[src/rtl/pllseq_pkg.sv]
package pllseq_pkg;
  typedef enum logic [2:0] {
    S_IDLE,
    S_BYP_WAIT,
    S_LOCK_POLL,
    S_OFF_WAIT,
    S_VOTE_POLL
  } seq_state_e;

  localparam int REG_W    = 32;
  localparam int FIELD_W  = 6;
  localparam int OE_BIT   = 0;
  localparam int BYPN_BIT = 1;
  localparam int RSTN_BIT = 2;
  localparam int LCNT_LSB = 8;
  localparam int BCNT_LSB = 14;
  localparam int VOTE_BIT = 20;
  localparam int ACT_BIT  = 30;
  localparam int LOCK_BIT = 31;
endpackage

[src/rtl/pllseq_tick.sv]
module pllseq_tick #(
  parameter int DIV_W = 8
) (
  input  logic             clk,
  input  logic             rst,
  input  logic             clr,
  input  logic [DIV_W-1:0] div,
  output logic             tick
);
  logic [DIV_W-1:0] cnt;

  assign tick = (cnt >= div);

  always_ff @(posedge clk) begin
    if (rst || clr) begin
      cnt <= '0;
    end else if (cnt >= div) begin
      cnt <= '0;
    end else begin
      cnt <= cnt + 1'b1;
    end
  end
endmodule

[src/rtl/pllseq_fsm.sv]
module pllseq_fsm
  import pllseq_pkg::*;
#(
  parameter int BYPASS_US = 5,
  parameter int OFF_US    = 1,
  parameter int POLL_MAX  = 100
) (
  input  logic       clk,
  input  logic       rst,
  input  logic       tick,
  output logic       tick_clr,
  input  logic       cmd_en,
  input  logic       cmd_dis,
  input  logic       vote_mode,
  input  logic       lock_det,
  input  logic       active_flag,
  input  logic       ctl_we,
  input  logic [2:0] ctl_wdata,
  output logic       oe,
  output logic       byp_n,
  output logic       rst_n,
  output logic       vote_req,
  output logic       busy,
  output logic       done,
  output logic       timeout
);
  localparam int MAX_A = (BYPASS_US > OFF_US) ? BYPASS_US : OFF_US;
  localparam int MAX_V = (MAX_A > POLL_MAX) ? MAX_A : POLL_MAX;
  localparam int CNT_W = $clog2(MAX_V + 1);

  seq_state_e       state;
  logic [CNT_W-1:0] cnt;
  logic             last_tick;

  assign last_tick = tick && (cnt == CNT_W'(1));
  assign busy      = (state != S_IDLE);
  assign tick_clr  = ((state == S_IDLE) && (cmd_en || cmd_dis)) ||
                     ((state == S_BYP_WAIT) && last_tick);

  always_ff @(posedge clk) begin
    if (rst) begin
      state    <= S_IDLE;
      cnt      <= '0;
      oe       <= 1'b0;
      byp_n    <= 1'b0;
      rst_n    <= 1'b0;
      vote_req <= 1'b0;
      done     <= 1'b0;
      timeout  <= 1'b0;
    end else begin
      done    <= 1'b0;
      timeout <= 1'b0;
      unique case (state)
        S_IDLE: begin
          if (cmd_en) begin
            if (vote_mode) begin
              vote_req <= 1'b1;
              cnt      <= CNT_W'(POLL_MAX);
              state    <= S_VOTE_POLL;
            end else if (oe && byp_n && rst_n) begin
              done <= 1'b1;
            end else begin
              byp_n <= 1'b1;
              cnt   <= CNT_W'(BYPASS_US);
              state <= S_BYP_WAIT;
            end
          end else if (cmd_dis) begin
            if (vote_mode) begin
              vote_req <= 1'b0;
              done     <= 1'b1;
            end else begin
              oe    <= 1'b0;
              cnt   <= CNT_W'(OFF_US);
              state <= S_OFF_WAIT;
            end
          end else if (ctl_we) begin
            oe    <= ctl_wdata[OE_BIT];
            byp_n <= ctl_wdata[BYPN_BIT];
            rst_n <= ctl_wdata[RSTN_BIT];
          end
        end
        S_BYP_WAIT: begin
          if (last_tick) begin
            rst_n <= 1'b1;
            cnt   <= CNT_W'(POLL_MAX);
            state <= S_LOCK_POLL;
          end else if (tick) begin
            cnt <= cnt - 1'b1;
          end
        end
        S_LOCK_POLL: begin
          if (lock_det) begin
            oe    <= 1'b1;
            done  <= 1'b1;
            state <= S_IDLE;
          end else if (last_tick) begin
            timeout <= 1'b1;
            state   <= S_IDLE;
          end else if (tick) begin
            cnt <= cnt - 1'b1;
          end
        end
        S_OFF_WAIT: begin
          if (last_tick) begin
            rst_n <= 1'b0;
            byp_n <= 1'b0;
            done  <= 1'b1;
            state <= S_IDLE;
          end else if (tick) begin
            cnt <= cnt - 1'b1;
          end
        end
        S_VOTE_POLL: begin
          if (active_flag) begin
            done  <= 1'b1;
            state <= S_IDLE;
          end else if (last_tick) begin
            timeout <= 1'b1;
            state   <= S_IDLE;
          end else if (tick) begin
            cnt <= cnt - 1'b1;
          end
        end
        default: state <= S_IDLE;
      endcase
    end
  end
endmodule

[src/rtl/pllseq.sv]
module pllseq
  import pllseq_pkg::*;
#(
  parameter int DIV_W     = 8,
  parameter int BYPASS_US = 5,
  parameter int OFF_US    = 1,
  parameter int POLL_MAX  = 100
) (
  input  logic             clk,
  input  logic             rst,
  input  logic [DIV_W-1:0] tick_div,
  input  logic             wr_en,
  input  logic [31:0]      wr_data,
  output logic [31:0]      mode_rdata,
  input  logic             cmd_enable,
  input  logic             cmd_disable,
  input  logic             lock_det,
  input  logic             active_flag,
  output logic             pll_out_en,
  output logic             pll_bypass_n,
  output logic             pll_reset_n,
  output logic             vote_req,
  output logic             busy,
  output logic             done,
  output logic             timeout
);
  logic               tick;
  logic               tick_clr;
  logic [FIELD_W-1:0] lock_cnt_q;
  logic [FIELD_W-1:0] bias_cnt_q;
  logic               vote_en_q;

  pllseq_tick #(.DIV_W(DIV_W)) u_tick (
    .clk  (clk),
    .rst  (rst),
    .clr  (tick_clr),
    .div  (tick_div),
    .tick (tick)
  );

  pllseq_fsm #(
    .BYPASS_US (BYPASS_US),
    .OFF_US    (OFF_US),
    .POLL_MAX  (POLL_MAX)
  ) u_fsm (
    .clk         (clk),
    .rst         (rst),
    .tick        (tick),
    .tick_clr    (tick_clr),
    .cmd_en      (cmd_enable),
    .cmd_dis     (cmd_disable),
    .vote_mode   (vote_en_q),
    .lock_det    (lock_det),
    .active_flag (active_flag),
    .ctl_we      (wr_en),
    .ctl_wdata   (wr_data[2:0]),
    .oe          (pll_out_en),
    .byp_n       (pll_bypass_n),
    .rst_n       (pll_reset_n),
    .vote_req    (vote_req),
    .busy        (busy),
    .done        (done),
    .timeout     (timeout)
  );

  always_ff @(posedge clk) begin
    if (rst) begin
      lock_cnt_q <= '0;
      bias_cnt_q <= '0;
      vote_en_q  <= 1'b0;
    end else if (wr_en && !busy) begin
      lock_cnt_q <= wr_data[LCNT_LSB +: FIELD_W];
      bias_cnt_q <= wr_data[BCNT_LSB +: FIELD_W];
      vote_en_q  <= wr_data[VOTE_BIT];
    end
  end

  always_comb begin
    mode_rdata                      = '0;
    mode_rdata[OE_BIT]              = pll_out_en;
    mode_rdata[BYPN_BIT]            = pll_bypass_n;
    mode_rdata[RSTN_BIT]            = pll_reset_n;
    mode_rdata[LCNT_LSB +: FIELD_W] = lock_cnt_q;
    mode_rdata[BCNT_LSB +: FIELD_W] = bias_cnt_q;
    mode_rdata[VOTE_BIT]            = vote_en_q;
    mode_rdata[ACT_BIT]             = active_flag;
    mode_rdata[LOCK_BIT]            = lock_det;
  end
endmodule

[config.mk]
export PLATFORM = sky130hd
export DESIGN_NAME = pllseq
export DESIGN_NICKNAME = d
export VERILOG_FILES = /design/src/rtl/pllseq_pkg.sv /design/src/rtl/pllseq_tick.sv /design/src/rtl/pllseq_fsm.sv /design/src/rtl/pllseq.sv
export SDC_FILE = /design/constraint.sdc
export NUM_CORES = 1
export LEC_CHECK = 0
export ABC_AREA = 0
export CORE_MARGIN = 2
export CORE_UTILIZATION = 44
export DETAILED_ROUTE_END_ITERATION = 7
export GPL_TIMING_DRIVEN = 1
export PLACE_DENSITY_LB_ADDON = 0.1
export RECOVER_POWER = 50
export SYNTH_ARGS = -nofsm -noshare
export SYNTH_HDL_FRONTEND = slang
export SYNTH_SLANG_ARGS = --single-unit
[constraint.sdc]
create_clock -name clk -period 2.4 [get_ports clk]
set_input_delay 0.48 -clock clk [delete_from_list [all_inputs] [get_ports clk]]
set_output_delay 0.48 -clock clk [all_outputs]
set_load 0.02 [all_outputs]
==> results summary <==
The flow ran to the end, and the final reports show no timing, DRC or antenna violations. The flop and latch count out of synthesis came out at 37. At the pin with the least slew margin, the transition time is approximately 0.54 ns. The hold violation count in the final report came to 0.

The worst hold path begins at bias_cnt_q[2]. The worst setup path is captured at a register. The data arrival at the endpoint of the critical path came out at around 2.5 ns. The portion of netlist area occupied by mux cells came out at 0.438%. Buffers inserted during clock tree synthesis total 5. The root buffer cell chosen for the clock tree is sky130_fd_sc_hd__clkbuf_8. The count of warnings emitted by yosys is 0. The number of core rows came out at 26. The endpoint required time on the critical path came out at 2.64 ns.

The worst-path maximum fanout is 4. The register-to-register setup slack is between 0.2 and 0.3 ns. In this run the horizontal extent of the chip is between 70 and 80 um.

After detailed routing, no signal wire sits above met4. The wire length per cell after detailed routing came out at ~13 um. The detailed-route DRC error count came out at 0. The estimated wirelength of the detail-placed design came out at ~4.3 mm. The final total power is slightly below 2 mW.

The initial antenna violation count came out at 0. The largest clock skew in the final design is between 0.007 and 0.008 ns. The kind of critical path is in -> reg.

The area fraction of the dominant cell type after synthesis is between 30% and 40%. The fraction of synthesized cell area in xor and xnor cells came out at 2.30%. Wire segments on met3 add up to 367 um in the final route. The depth of the most critical reg-to-reg path came out at 8. TritonCTS built the clock tree. The area of the die is 5780 um2. Counting flops with an async set or reset pin after synthesis yields a share of 0%.

The synthesized netlist devotes a little under a quarter of its cell area to simple gates. The top flip-flop cell by instance count after synthesis is sky130_fd_sc_hd__dfxtp_1. The clock passes through at most 2 buffers. The worst setup path is launched from an input port. The vertical extent of the die came out at around 76 um. The first global-routing pass estimated approximately 10 mm of wire.

The overall overflow remaining after global route is 0. The final layout net count is about 430. The via count is between 2,000 and 2,500. The signal on the critical path passes through clkdlybuf4s50_1 > inv_1 > ha_1 > nand2_1 > nor2_2 > o21a_1 > buf_4 > nor3_1 > o41ai_1 > o311a_1.

The endpoint identified for the worst register-to-register timing path is u_fsm.cnt[5]. The top-level port count is 86. The met1 wire length is about 2.6 mm.

Sorting the synthesized cells by area gives the leading types as sky130_fd_sc_hd__dfxtp_1, sky130_fd_sc_hd__buf_4, sky130_fd_sc_hd__nand2_1. The number of H-tree levels is 2. The via count of the first global-routing pass came to 2,096. Counting instances, the worst hold path has a depth of 2. Once layout is complete, the cells apart from fillers number 440. The total routing resource utilization after global routing is 21.0%.

The sum of routed wire length over all layers came out at between 5 and 6 mm. The quantity of I/O buffers inserted on ports came out at 55. The count of unique library cells instantiated by Yosys came out at 55. The initial DRC count came out at 162.

The number of enable-type register cells in the synthesized netlist came out at 0. The share of post-route cells with drive strength above 1 came out at between 10% and 20%. The average cell area after synthesis came out at about 7.6 um2. The worst ir drop on vdd is about 0.00036 V. The cell taking the most area after synthesis is sky130_fd_sc_hd__dfxtp_1. The first-pass iteration count of the detailed router is 4. In this run the tightest slew margin relative to its limit is a little under two thirds. The time the worst path needs with I/O delays and setup is approximately 2.3 ns. The count of mapped cells out of synthesis is 300. The sink of the worst hold path is bias_cnt_q[2]. The maximum number of pins on one net before global-route repair came out at 17.

The synthesized netlist devotes 23.0% of its cell area to compound gates. The sequential element share of the synthesized area is 32.4%. Setup repair after global routing left no endpoint under its margin. The area overhead of the layout relative to synthesis is 34.6%.

Sorting the synthesized cells by how often they occur yields sky130_fd_sc_hd__nand2_1, sky130_fd_sc_hd__dfxtp_1, sky130_fd_sc_hd__nor2_1, sky130_fd_sc_hd__a21oi_1, sky130_fd_sc_hd__buf_4. The total of max-cap violations is 0. The cell family contributing the most delay on the critical path is compound AO/OA/AOI/OAI gates.

The clock-pin slew on the worst setup and hold paths is approximately 0.08 ns. After detailed placement, the design holds a cell count of 432. The placeable core region is between 5000 and 6000 um2. The number of clock sinks seen by CTS is 37. The leakage power of the design came out at 1.29 nW.

The maximum cell stage delay along the critical path is ~0.46 ns. The starting density of the core is a little under half. The final count of pins violating max slew came out at 0.

Once detail routing completed, the nets flagged for antenna violations numbered 0. The clock reaches the later pin of the worst-skew pair after around 0.30 ns. Of the available clock period, the critical path in the final layout requires 95.4%.

The synthesized netlist devotes 6.03% of its cell area to adder and majority cells. Using the TritonRoute via totals, the vias-per-cell ratio works out to roughly 5.2. Timing would allow up to 0.437 GHz. The count of buffer and inverter cells on the critical path is 3. The most numerous cell in the Yosys netlist is sky130_fd_sc_hd__nand2_1. The placer congestion estimate came out at 0.953. After detailed routing, the met2 layer carries 2.61 mm of wire. In this run the worst hold path is classified as reg -> reg. The largest individual stage delay along the critical path comes from the cell sky130_fd_sc_hd__clkdlybuf4s50_1. The mapped cell area came out at ~2300 um2. Power spread over the standard cell area amounts to around 640 nW/um2. The count of antenna diodes in the layout came out at 0.

The largest family of logic cells by synthesized area is simple AND/OR/NAND/NOR gates. The setup-violating endpoint count in the final report came out at 0. The worst flop-to-flop path startpoint is u_fsm.state[2].
-- placed cells by master, fill, tap and decap left out, drive strengths merged, types with 3 or more instances in the layout --
cell / count
nor3: 3
a21oi: 30
o211ai: 4
and2: 3
ha: 11
and3: 5
nand2: 44
xor2: 4
nand3: 11
dlygate4sd3: 15
nor4: 3
nor3b: 4
a31oi: 4
dfxtp: 37
inv: 18
nor2: 31
conb: 14
clkbuf: 7
clkdlybuf4s50: 40
o21ai: 12
nand2b: 3
o31ai: 4
nor2b: 3
buf: 22
a211oi: 3
-- sequential cells by signal (all words and copies together), names as in the netlist --
name            flops
u_fsm.oe            1
u_fsm.vote_req      1
vote_en_q           1
u_fsm.timeout       1
bias_cnt_q          6
u_fsm.rst_n         1
lock_cnt_q          6
u_tick.cnt          8
u_fsm.byp_n         1
u_fsm.cnt           7
u_fsm.state         3
u_fsm.done          1
-- logic make-up (layout without fill, tap and decap cells) --
logic type	count (synthesis)	count (layout)
other cells	1	14
fa+ha+maj	11	11
flops	37	37
buf+inv	48	105
compound gates	80	80
mux	1	1
simple gates	116	116
xor+xnor	6	6
-- routing by layer --
metal / GRT usage, % / up-vias
met3: 5.69 / 5
met2: 32.5 / 71
met4: 7.45 / 0
met1: 28.2 / 1061
li1: - / 1163
met5: 0 / -
-- through the flow --
stage	area [um2]	utilization (%)	hold slack (ns)	worst slack, ns	TNS (ns)
2_1_floorplan	2330	-	0.437	0.315	0
3_3_place_gp	2950	58.4	0.441	-0.274	-4.05
3_5_place_dp	2950	58.4	0.447	-0.322	-4.71
4_1_cts	3060	60.8	0.458	0.0711	0
5_1_grt	3070	61.0	0.484	0.00377	0
6_report	3070	61.0	0.455	0.110	0
-- final cells by class --
cell class	instances	area, um2
timing repair buffer	79	723
tap	70	87.6
inverter	18	67.6
clock inverter	3	46.3
clock buffer	5	68.8
fill	493	1970
sequential	37	741
multi-input combinational	228	1340
-- tightest hold or removal path: cells and delay by family, from the launching register on --
kind | cells | cell delay (ns)
and+or+nand+nor | 1 | 0.05
DFF | 1 | 0.31
AOI/OAI and AO/OA | 1 | 0.05
-- power breakdown --
group	switching, mW	total [mW]	leakage (nW)	internal [mW]
Sequential	0.0602	0.731	0.302	0.671
Clock	0.254	0.566	0.0543	0.311
Combinational	0.373	0.671	0.932	0.298
-- how the worst max path moves through the flow --
stage,startpoint,depth (start not counted),end
finish,tick_div[7],10,u_fsm.cnt[2]
global route,tick_div[2],11,u_fsm.cnt[1]
global placement,tick_div[1],9,u_fsm.cnt[0]
floorplan,tick_div[2],8,u_fsm.cnt[0]
detailed placement,tick_div[1],9,u_fsm.cnt[0]
CTS,tick_div[2],9,u_fsm.cnt[0]
-- repair_timing --
action,CTS,global route
endpoints found under the setup margin,1,12
resized for setup,1,9
hold buffers,0,0
buffers inserted,0,0
(Power assumes the default switching activity.)
